### src/rtl/fci_pkg.sv
package fci_pkg;

  typedef enum logic [1:0] {
    MD_ARRAY,
    MD_STATUS,
    MD_PSETUP,
    MD_ESETUP
  } mode_e;

  typedef enum logic [1:0] {
    EN_IDLE,
    EN_PROG,
    EN_ERASE
  } eng_e;

  localparam logic [7:0] CMD_READ     = 8'hFF;
  localparam logic [7:0] CMD_STATUS   = 8'h70;
  localparam logic [7:0] CMD_CLEAR    = 8'h50;
  localparam logic [7:0] CMD_PROG     = 8'h40;
  localparam logic [7:0] CMD_PROG_ALT = 8'h10;
  localparam logic [7:0] CMD_ERASE    = 8'h20;
  localparam logic [7:0] CMD_CONFIRM  = 8'hD0;
  localparam logic [7:0] CMD_SUSPEND  = 8'hB0;

  function automatic int cnt_width(input int prog_cyc, input int blk_w);
    int pw;
    pw = $clog2(prog_cyc);
    return ((pw > blk_w) ? pw : blk_w) + 1;
  endfunction

endpackage

### src/rtl/fci_bus_strobe.sv
module fci_bus_strobe (
  input  logic clk,
  input  logic rst,
  input  logic rp_n,
  input  logic ce_n,
  input  logic we_n,
  input  logic oe_n,
  output logic wr_stb,
  output logic rd_act
);
  logic we_q;

  always_ff @(posedge clk) begin
    if (rst) we_q <= 1'b1;
    else     we_q <= we_n;
  end

  // a write cycle closes on the rising strobe while selected
  assign wr_stb = rp_n & ~ce_n & we_n & ~we_q;
  assign rd_act = rp_n & ~ce_n & ~oe_n & we_n;
endmodule

### src/rtl/fci_array.sv
module fci_array #(
  parameter int ADDR_W = 8,
  parameter int DATA_W = 8
) (
  input  logic              clk,
  input  logic              we,
  input  logic [ADDR_W-1:0] waddr,
  input  logic [DATA_W-1:0] wdata,
  input  logic [ADDR_W-1:0] raddr,
  output logic [DATA_W-1:0] rdata
);
  localparam int DEPTH = 1 << ADDR_W;

  logic [DATA_W-1:0] mem [DEPTH];

  always_ff @(posedge clk) begin
    if (we) mem[waddr] <= wdata;
    rdata <= mem[raddr];
  end
endmodule

### src/rtl/fci_cmd_fsm.sv
module fci_cmd_fsm
  import fci_pkg::*;
#(
  parameter int ADDR_W   = 8,
  parameter int DATA_W   = 8,
  parameter int BLK_W    = 4,
  parameter int PROG_CYC = 5,
  parameter int CNT_W    = cnt_width(PROG_CYC, BLK_W)
) (
  input  logic              clk,
  input  logic              rst,
  input  logic              rp_n,
  input  logic              wr_stb,
  input  logic [ADDR_W-1:0] addr,
  input  logic [DATA_W-1:0] din,
  output mode_e             mode,
  output logic              busy,
  output logic              susp,
  output logic [DATA_W-1:0] status,
  output logic [CNT_W-1:0]  cnt,
  output logic              mem_we,
  output logic [ADDR_W-1:0] mem_waddr,
  output logic [DATA_W-1:0] mem_wdata
);
  localparam int BLK_WORDS = 1 << BLK_W;
  localparam logic [CNT_W-1:0] PROG_LOAD  = CNT_W'(PROG_CYC - 1);
  localparam logic [CNT_W-1:0] ERASE_LAST = CNT_W'(BLK_WORDS - 1);

  eng_e              eng;
  logic              err_e, err_p;
  logic [ADDR_W-1:0] lat_addr;
  logic [DATA_W-1:0] lat_data;
  logic [7:0]        cmd;

  assign cmd  = din[7:0];
  assign busy = (eng != EN_IDLE) && !susp;

  always_ff @(posedge clk) begin
    if (rst || !rp_n) begin
      mode     <= MD_ARRAY;
      eng      <= EN_IDLE;
      susp     <= 1'b0;
      err_e    <= 1'b0;
      err_p    <= 1'b0;
      cnt      <= '0;
      lat_addr <= '0;
      lat_data <= '0;
    end else begin
      // engine progress
      if (eng == EN_PROG) begin
        if (cnt == '0) eng <= EN_IDLE;
        else           cnt <= cnt - 1'b1;
      end else if (eng == EN_ERASE && !susp) begin
        if (cnt == ERASE_LAST) eng <= EN_IDLE;
        cnt <= cnt + 1'b1;
      end
      // command decode
      if (wr_stb) begin
        case (mode)
          MD_PSETUP: begin
            lat_addr <= addr;
            lat_data <= din;
            eng      <= EN_PROG;
            cnt      <= PROG_LOAD;
            mode     <= MD_STATUS;
          end
          MD_ESETUP: begin
            if (cmd == CMD_CONFIRM) begin
              lat_addr <= addr;
              eng      <= EN_ERASE;
              cnt      <= '0;
            end else begin
              err_e <= 1'b1;
              err_p <= 1'b1;
            end
            mode <= MD_STATUS;
          end
          default: begin
            if (busy) begin
              if (cmd == CMD_STATUS) mode <= MD_STATUS;
              else if (cmd == CMD_SUSPEND && eng == EN_ERASE && cnt != ERASE_LAST)
                susp <= 1'b1;
            end else begin
              case (cmd)
                CMD_READ:    mode <= MD_ARRAY;
                CMD_STATUS:  mode <= MD_STATUS;
                CMD_CLEAR:   begin err_e <= 1'b0; err_p <= 1'b0; end
                CMD_PROG,
                CMD_PROG_ALT: if (!susp) mode <= MD_PSETUP;
                CMD_ERASE:   if (!susp) mode <= MD_ESETUP;
                CMD_CONFIRM: if (susp) begin susp <= 1'b0; mode <= MD_STATUS; end
                default: ;
              endcase
            end
          end
        endcase
      end
    end
  end

  always_comb begin
    status    = '0;
    status[7] = ~busy;
    status[6] = susp;
    status[5] = err_e;
    status[4] = err_p;
  end

  always_comb begin
    mem_we    = 1'b0;
    mem_waddr = lat_addr;
    mem_wdata = lat_data;
    if (!rst && rp_n) begin
      if (eng == EN_PROG && cnt == '0) mem_we = 1'b1;
      else if (eng == EN_ERASE && !susp) begin
        mem_we    = 1'b1;
        mem_waddr = {lat_addr[ADDR_W-1:BLK_W], cnt[BLK_W-1:0]};
        mem_wdata = '1;
      end
    end
  end
endmodule

### src/rtl/flash_cmd_if.sv
module flash_cmd_if
  import fci_pkg::*;
#(
  parameter int ADDR_W   = 8,
  parameter int DATA_W   = 8,
  parameter int BLK_W    = 4,
  parameter int PROG_CYC = 5
) (
  input  logic              clk,
  input  logic              rst,
  input  logic              rp_n,
  input  logic              ce_n,
  input  logic              we_n,
  input  logic              oe_n,
  input  logic [ADDR_W-1:0] addr,
  input  logic [DATA_W-1:0] din,
  output logic [DATA_W-1:0] dout,
  output logic              dout_en
);
  localparam int CNT_W = cnt_width(PROG_CYC, BLK_W);

  logic              wr_stb, rd_act;
  mode_e             mode;
  logic              busy, susp;
  logic [DATA_W-1:0] status;
  logic [CNT_W-1:0]  cnt;
  logic              mem_we;
  logic [ADDR_W-1:0] mem_waddr;
  logic [DATA_W-1:0] mem_wdata;
  logic [DATA_W-1:0] arr_q, stat_q;
  logic              sel_q;

  fci_bus_strobe u_strobe (
    .clk(clk), .rst(rst), .rp_n(rp_n), .ce_n(ce_n), .we_n(we_n), .oe_n(oe_n),
    .wr_stb(wr_stb), .rd_act(rd_act)
  );

  fci_cmd_fsm #(
    .ADDR_W(ADDR_W), .DATA_W(DATA_W), .BLK_W(BLK_W), .PROG_CYC(PROG_CYC), .CNT_W(CNT_W)
  ) u_fsm (
    .clk(clk), .rst(rst), .rp_n(rp_n), .wr_stb(wr_stb), .addr(addr), .din(din),
    .mode(mode), .busy(busy), .susp(susp), .status(status), .cnt(cnt),
    .mem_we(mem_we), .mem_waddr(mem_waddr), .mem_wdata(mem_wdata)
  );

  fci_array #(.ADDR_W(ADDR_W), .DATA_W(DATA_W)) u_array (
    .clk(clk), .we(mem_we), .waddr(mem_waddr), .wdata(mem_wdata),
    .raddr(addr), .rdata(arr_q)
  );

  always_ff @(posedge clk) begin
    if (rst) begin
      dout_en <= 1'b0;
      sel_q   <= 1'b0;
      stat_q  <= '0;
    end else begin
      dout_en <= rd_act;
      sel_q   <= (mode != MD_ARRAY) || busy;
      stat_q  <= status;
    end
  end

  assign dout = dout_en ? (sel_q ? stat_q : arr_q) : '0;
endmodule

### config.mk
export PLATFORM = sky130hd
export DESIGN_NAME = flash_cmd_if
export DESIGN_NICKNAME = d
export VERILOG_FILES = /design/src/rtl/fci_pkg.sv /design/src/rtl/fci_bus_strobe.sv /design/src/rtl/fci_array.sv /design/src/rtl/fci_cmd_fsm.sv /design/src/rtl/flash_cmd_if.sv
export SDC_FILE = /design/constraint.sdc
export NUM_CORES = 2
export LEC_CHECK = 0
export BUFFER_PORTS_ARGS = -buffer_cell sky130_fd_sc_hd__buf_2
export CAP_MARGIN = 20
export CORE_UTILIZATION = 50
export DETAILED_ROUTE_END_ITERATION = 8
export PLACE_DENSITY = 0.65
export SYNTH_ARGS = -nofsm -noshare
export SYNTH_HDL_FRONTEND = slang
export SYNTH_SLANG_ARGS = --single-unit
export TNS_END_PERCENT = 20
### constraint.sdc
create_clock -name clk -period 12.25 [get_ports clk]
set_input_delay 0.6125 -clock clk [delete_from_list [all_inputs] [get_ports clk]]
set_output_delay 0.6125 -clock clk [all_outputs]
set_load 0.05 [all_outputs]
# Word level (Yosys, flattened, before mapping)
# Memory sizes are Yosys's and may differ from the RTL's. A register that Yosys moved wholly into a read port is not among the register bits.
# Index checks and enable logic that the tools add are counted.
# Widths: inputs -> output; s select.
[totals]
register_bits = 38
latchBits = 0
ram_bits = 2048
mem_bits_ro = 0
output_inout_bits = 9
wordCells = 117
mem_count = 1
[classes]
add_sub_neg = 2
n_mul = 0
n_div = 0
n_lt_le_gt_ge = 0
n_eq_ne = 23
n_shift = 0
muxes = 43
bitwise_logic = 11
n_reduce_logical = 25
[memory_table]
columns = ["name", "words", "width", "rd", "rd_ports_with_merged_regs", "write_ports", "line", "text"]
rows = [
  ["u_array.mem", 256, 8, 1, 1, 1, "fci_array.sv:14", "logic [DATA_W-1:0] mem [DEPTH];"],
]
[ops]
columns = ["operator", "count"]
rows = [
  ["$mux 8", 6],
  ["$mux 5", 5],
  ["$eq 8x7->1 const B", 3],
  ["$eq 8x8->1 const B", 3],
  ["$mux 2", 12],
  ["$pmux 8 s2", 1],
  ["$mux 1", 12],
  ["$mux 4", 3],
  ["$pmux 2 s5", 1],
  ["$pmux 5 s2", 1],
  ["$reduce_and 5->1", 2],
  ["$reduce_bool 2->1", 5],
  ["$eq 8x5->1 const B", 1],
  ["$eq 8x6->1 const B", 1],
  ["$ne 4x4->1 const B", 2],
  ["$eq 2x2->1 const B", 3],
  ["$logic_and 1x1->1", 6],
  ["$ne 2x1->1 const B", 3],
  ["$not 1->1", 6],
  ["$reduce_and 6->1", 1],
  ["$reduce_bool 6->1", 1],
  ["$add 5x1->5 const B", 1],
  ["$and 1x1->1", 5],
  ["$eq 5x4->1 const B", 1],
  ["14 further kinds", 19],
]

# Longest topological paths before layout
[depth]
depth_word = 7
depth_mapped = 11
ltp_nobuf = 8

# Modules after synthesis
# Synthesis repeated with hierarchy kept, for this count alone.
[unflattened]
cells_unflattened = 3971
hier_area_um2 = 81612.0
[by_module_without_submodules]
columns = ["mod", "instances", "cells_per_inst", "area_each_um2", "seq_area_each_um2"]
rows = [
  ["fci_array", 1, 3733, 79556.3, 61659.1],
  ["fci_cmd_fsm", 1, 196, 1597.8, 540.5],
  ["flash_cmd_if", 1, 38, 406.6, 200.2],
  ["fci_bus_strobe", 1, 4, 51.3, 20.0],
]

# Worst setup path before layout
# OpenSTA, ideal clock, no wires.
[synth_timing]
path_type = "register to register"
from = "register u_fsm.susp"
to = "memory u_array.mem[0][0], data pin"
setup_ns = 0.900
t_arrival_ns = 4.386
t_required_ns = 11.350
slack_ns = 6.964
stages_incl_launch_ff = 6
cell_sequence = "dfxtp_1 clkbuf_1 nor3b_4 nand2_1 clkbuf_1 nand2b_1"
[synth_between]
elab_chain_cells = 5
[synth_rtl]
columns = ["element", "line", "text"]
rows = [
  ["start: declaration", "fci_cmd_fsm.sv:18", "output logic susp,"],
  ["start signal: assignment", "fci_cmd_fsm.sv:42", "susp <= 1'b0;"],
  ["start signal: assignment", "fci_cmd_fsm.sv:82", "susp <= 1'b1;"],
  ["start signal: assignment", "fci_cmd_fsm.sv:91", "CMD_CONFIRM: if (susp) begin susp <= 1'b0; mode <= MD_STATUS; end"],
  ["$logic_not 1->1", "fci_cmd_fsm.sv:115", "else if (eng == EN_ERASE && !susp) begin"],
  ["$logic_and 1x1->1", "fci_cmd_fsm.sv:115", ""],
  ["$mux 8", "fci_cmd_fsm.sv:115", ""],
  ["$mux 8", "fci_cmd_fsm.sv:114", "if (eng == EN_PROG && cnt == '0) mem_we = 1'b1;"],
  ["$mux 8", "fci_cmd_fsm.sv:113", "if (!rst && rp_n) begin"],
  ["named net mem_wdata[0]", "flash_cmd_if.sv:29", "logic [DATA_W-1:0] mem_wdata;"],
  ["end: declaration", "fci_array.sv:14", ""],
]
# The timed path passes the listed nets, and every way through them passes these cells.

# Final worst setup path
[layout_timing]
from = "register u_fsm.cnt[0]"
to = "memory u_array.mem[115][1], enable pin"
[layout_between]
elab_chain_cells = 6
word_cells_on_any_way = 9
[layout_rtl]
columns = ["element", "line", "text"]
rows = [
  ["start: declaration", "fci_cmd_fsm.sv:20", "output logic [CNT_W-1:0] cnt,"],
  ["start signal: assignment", "fci_cmd_fsm.sv:52", "else cnt <= cnt - 1'b1;"],
  ["start signal: assignment", "fci_cmd_fsm.sv:55", "cnt <= cnt + 1'b1;"],
  ["$logic_not 5->1", "fci_cmd_fsm.sv:114", ""],
  ["$logic_and 1x1->1", "fci_cmd_fsm.sv:114", ""],
  ["$mux 1", "fci_cmd_fsm.sv:114", ""],
  ["$mux 1", "fci_cmd_fsm.sv:113", ""],
  ["$mux 1", "fci_array.sv:17", "if (we) mem[waddr] <= wdata;"],
  ["$mux 1 (implied by the code)", "fci_array.sv:17", ""],
]
# Parallel ways exist; a longest one is shown, timed or not.

==> results.md <==
* Worst setup path endpoint: u_array.mem[115][1]$_DFFE_PP_
* Die area at 164000 sq um
* Post-CTS Setup Inserts at 0
* Synth Net Count at 3999
* EDFF count, synth at 2048
* Synth async-reset ratio at 0%
* Crit Path Category: reg2reg
* DP Cell Count at 6000
* DRT iter0 DRCs at 5138
* Final hold vios at 0
* CP max FO at 16
* R2r startpoint: u_fsm.cnt[0]$_SDFF_PP0_
* Crit-path leading delay family: simple AND/OR/NAND/NOR gates
* Relative slew slack at 20.9%
* Worst path buffer plus inverter count at 1
* Reg-to-reg setup timing slack at 7960 ps
* Worst-skew pair later-pin latency at 830 ps
* Required @ worst endpoint at 12680 ps
* Origin of the worst setup path: u_fsm.cnt[0]$_SDFF_PP0_
* Setup TNS Final at 0 ps
* CP startpoint kind: flop
* Post-route setup slack at 7960 ps
* Skew final at 32.1 ps
* Hold Path Class: in2reg
* Post-CTS Resized at 0
* Avg WL per Cell at 30.9 microns
* Largest net degree at the start of global routing at 241
* Status: completed
* Pleak at 22.7 nW
* DP Wirelength at 115000 microns
* Die Height at 405 microns
* CP peak stage delay at 1030 ps
* Crit path depth at 7
* Slowest CP cell: nor2_1
* Area of placed instances at 83500 sq um
* Die X at 405 microns
* Clock sinks at 2089
* Reg-to-reg endpoint: u_array.mem[115][1]$_DFFE_PP_
* Routed Antenna Nets at 0
* Max Slew Vio Count at 0
* Starting density of the core at 50.4%
* Initial antenna violation count at 6
* Post-synth top flop: edfxtp_1
* Vias in the first global route at 39700
* Least-Margin Pin Slew at 1190 ps
* CTS tree: done
* Cell variety after synth at 67
* Max VDD drop at 158 uV
* Avg Cell Area, Syn at 20.4 sq um
* Max Freq at 233 MHz
* Post-synthesis sequential area ratio at 76.8%
* Root cell of the clock tree: clkbuf_16
* Worst path cell trace: inv_1, ha_1, nor4b_4, a21oi_1, nor4b_2, nand3_1, nor2_1
* Area grow syn2layout at 11.0%
* Port bufs at 30
* Final instance count without filler cells at 6379
* Final instance area at 90100 sq um
* Syn Std Cell Area at 81200 sq um
* R2R depth at 7
* Gp weighted congestion at 0.822
* Worst-path clk slew at 60 ps
* Pwr dens at 159 nW/um^2
* Vias per cell at 6.33
* Tmin final at 4290 ps
* NumNets Final at 4071
* Worst slack at placement at 7310 ps
* Final period utilization at 35.0%
* Row Count at 147
* Clock Path Buffers at 3
* Critical path arrival at 4720 ps
* Critical Path Sink Type: flop
* DRC viols at 0
* Gr ovfl total at 0
* First-pass GRT wire length at 284000 microns
* GRT Total Usage at 24.2%
* Drt pass-1 iters at 5
* CTS HTree Levels at 4
* Mapped Cells at 3974
* Share of cells above drive strength 1 at 21.4%
* Synth Register Bits at 2089
* Max-cap violations at 0
* Cts bufs inserted at 198
* Total wire length at 197000 microns
* Via count at 40400
* Final Power at 14.3 mW
* Unrepaired setup endpoints after global routing: false
* # IOs at 31
* Syn. warnings at 0
* Final setup violation count at 0
* Core footprint at 161000 sq um
* Hold buffer count at cts at 4
flip-flops by register name, summed over array words and instances (netlist names):
register        count
dout_en             1
sel_q               1
stat_q              3
u_array.mem      2048
u_array.rdata       8
u_fsm.cnt           5
u_fsm.eng           2
u_fsm.err_e         1
u_fsm.lat_addr      8
u_fsm.lat_data      8
u_fsm.mode          2
u_fsm.susp          1
u_strobe.we_q       1
worst min path at each step:
stage          slack [ps]                      startpoint                        endpoint  cells past startpoint
6_report               80                          din[2]  u_fsm.lat_data[2]$_SDFFE_PP0P_                      3
5_1_grt                60                          din[2]  u_fsm.lat_data[2]$_SDFFE_PP0P_                      3
3_5_place_dp          450  u_fsm.lat_data[3]$_SDFFE_PP0P_  u_fsm.lat_data[3]$_SDFFE_PP0P_                      2
4_1_cts                30                          din[2]  u_fsm.lat_data[2]$_SDFFE_PP0P_                      3
3_3_place_gp          450  u_fsm.lat_data[6]$_SDFFE_PP0P_  u_fsm.lat_data[6]$_SDFFE_PP0P_                      2
2_1_floorplan         430        u_fsm.err_e$_SDFFE_PP0P_            stat_q[5]$_SDFF_PP0_                      1
area by class of cell:
cell class	instances	area (sq um)
fillers	11900	70800
diodes	3	7.51
flip-flops and latches	2089	62300
clock buffers	246	5300
well taps	2160	2700
repair buffers	116	938
clock inverters	124	1230
inverters	6	22.5
multi-input cells	1635	17600
per-layer routing:
layer | track usage [%] | up-vias | wire, microns
li1 | - | 16700 | -
met1 | 35.8 | 21400 | 80700
met2 | 36.9 | 1991 | 92600
met3 | 4.85 | 272 | 18800
met4 | 7.05 | 0 | 5140
met5 | 0 | - | 0
tightest hold or removal path: cells and delay by family:
family,cells,cell delay [ps]
buffers and inverters,1,130
AND/OR/NAND/NOR,1,60
AO/OA/AOI/OAI,1,60
synth_stat cells, types with 12 or more instances:
cell | count | area share, %
a211oi_1 | 13 | 0.12
a21oi_1 | 119 | 0.73
a221oi_1 | 20 | 0.22
a22o_1 | 23 | 0.25
a22oi_1 | 150 | 1.4
a31oi_1 | 12 | 0.092
buf_1 | 14 | 0.065
buf_2 | 71 | 0.44
buf_4 | 26 | 0.24
buf_6 | 27 | 0.37
clkbuf_1 | 97 | 0.45
dfxtp_1 | 41 | 1.0
edfxtp_1 | 2048 | 76
mux2i_1 | 125 | 1.5
mux4_2 | 443 | 12
nand2_1 | 82 | 0.38
nand2b_1 | 23 | 0.18
nand3_1 | 18 | 0.11
nor2_1 | 309 | 1.4
nor2b_1 | 18 | 0.14
nor3_1 | 24 | 0.15
nor4_1 | 25 | 0.19
o21ai_0 | 36 | 0.22
o221ai_1 | 40 | 0.43
o22ai_1 | 22 | 0.17
or2_2 | 14 | 0.11
logic make-up after synthesis:
group,count (synthesis),synth area share (%)
buf+inv,250,1.76
fa+ha+maj,3,0.0462
compound gates,490,4.25
xor+xnor,4,0.0432
mux,579,14.0
simple gates,559,3.15
flops,2089,76.8
through the flow:
stage / hold WS, ps / util, %
2_1_floorplan: 431 / -
3_3_place_gp: 447 / 51.8
3_5_place_dp: 448 / 51.9
4_1_cts: 25.6 / 55.9
5_1_grt: 58.6 / 56.0
6_report: 78.2 / 56.0
report_power, final:
group,switching (mW),leakage [nW],internal [mW],total [mW]
clock,2.62,3.19,3.55,6.17
sequential,0.0115,14.4,7.73,7.74
combinational,0.268,5.05,0.134,0.402
total,2.90,22.7,11.4,14.3
layout by cell type (no fill, tap or decap), types with 7 or more instances in the layout:
master / netlist / layout
clkbuf_16: 0 / 205
edfxtp_1: 2048 / 2048
o32ai_1: 11 / 11
nand2b_4: 0 / 8
clkinv_2: 0 / 37
mux2i_1: 125 / 125
o221ai_1: 40 / 40
a221oi_1: 20 / 20
clkinvlp_4: 0 / 8
o22ai_1: 22 / 22
nand3_1: 18 / 18
clkbuf_1: 97 / 39
a22oi_1: 150 / 150
nand2b_1: 23 / 14
or2_2: 14 / 14
nor2_1: 309 / 308
o21ai_0: 36 / 36
and2_1: 8 / 7
a211oi_1: 13 / 13
nor2b_1: 18 / 14
mux4_2: 443 / 443
bufinv_16: 0 / 23
buf_4: 26 / 73
buf_2: 71 / 29
dfxtp_1: 41 / 41
a31oi_1: 12 / 12
a22o_1: 23 / 23
a21oi_1: 119 / 119
nor4_1: 25 / 23
mux2_2: 11 / 11
nor3_1: 24 / 24
nand2_1: 82 / 78
nand3b_1: 8 / 8
clkinv_1: 0 / 48
Power figures use the tool's default switching activity.
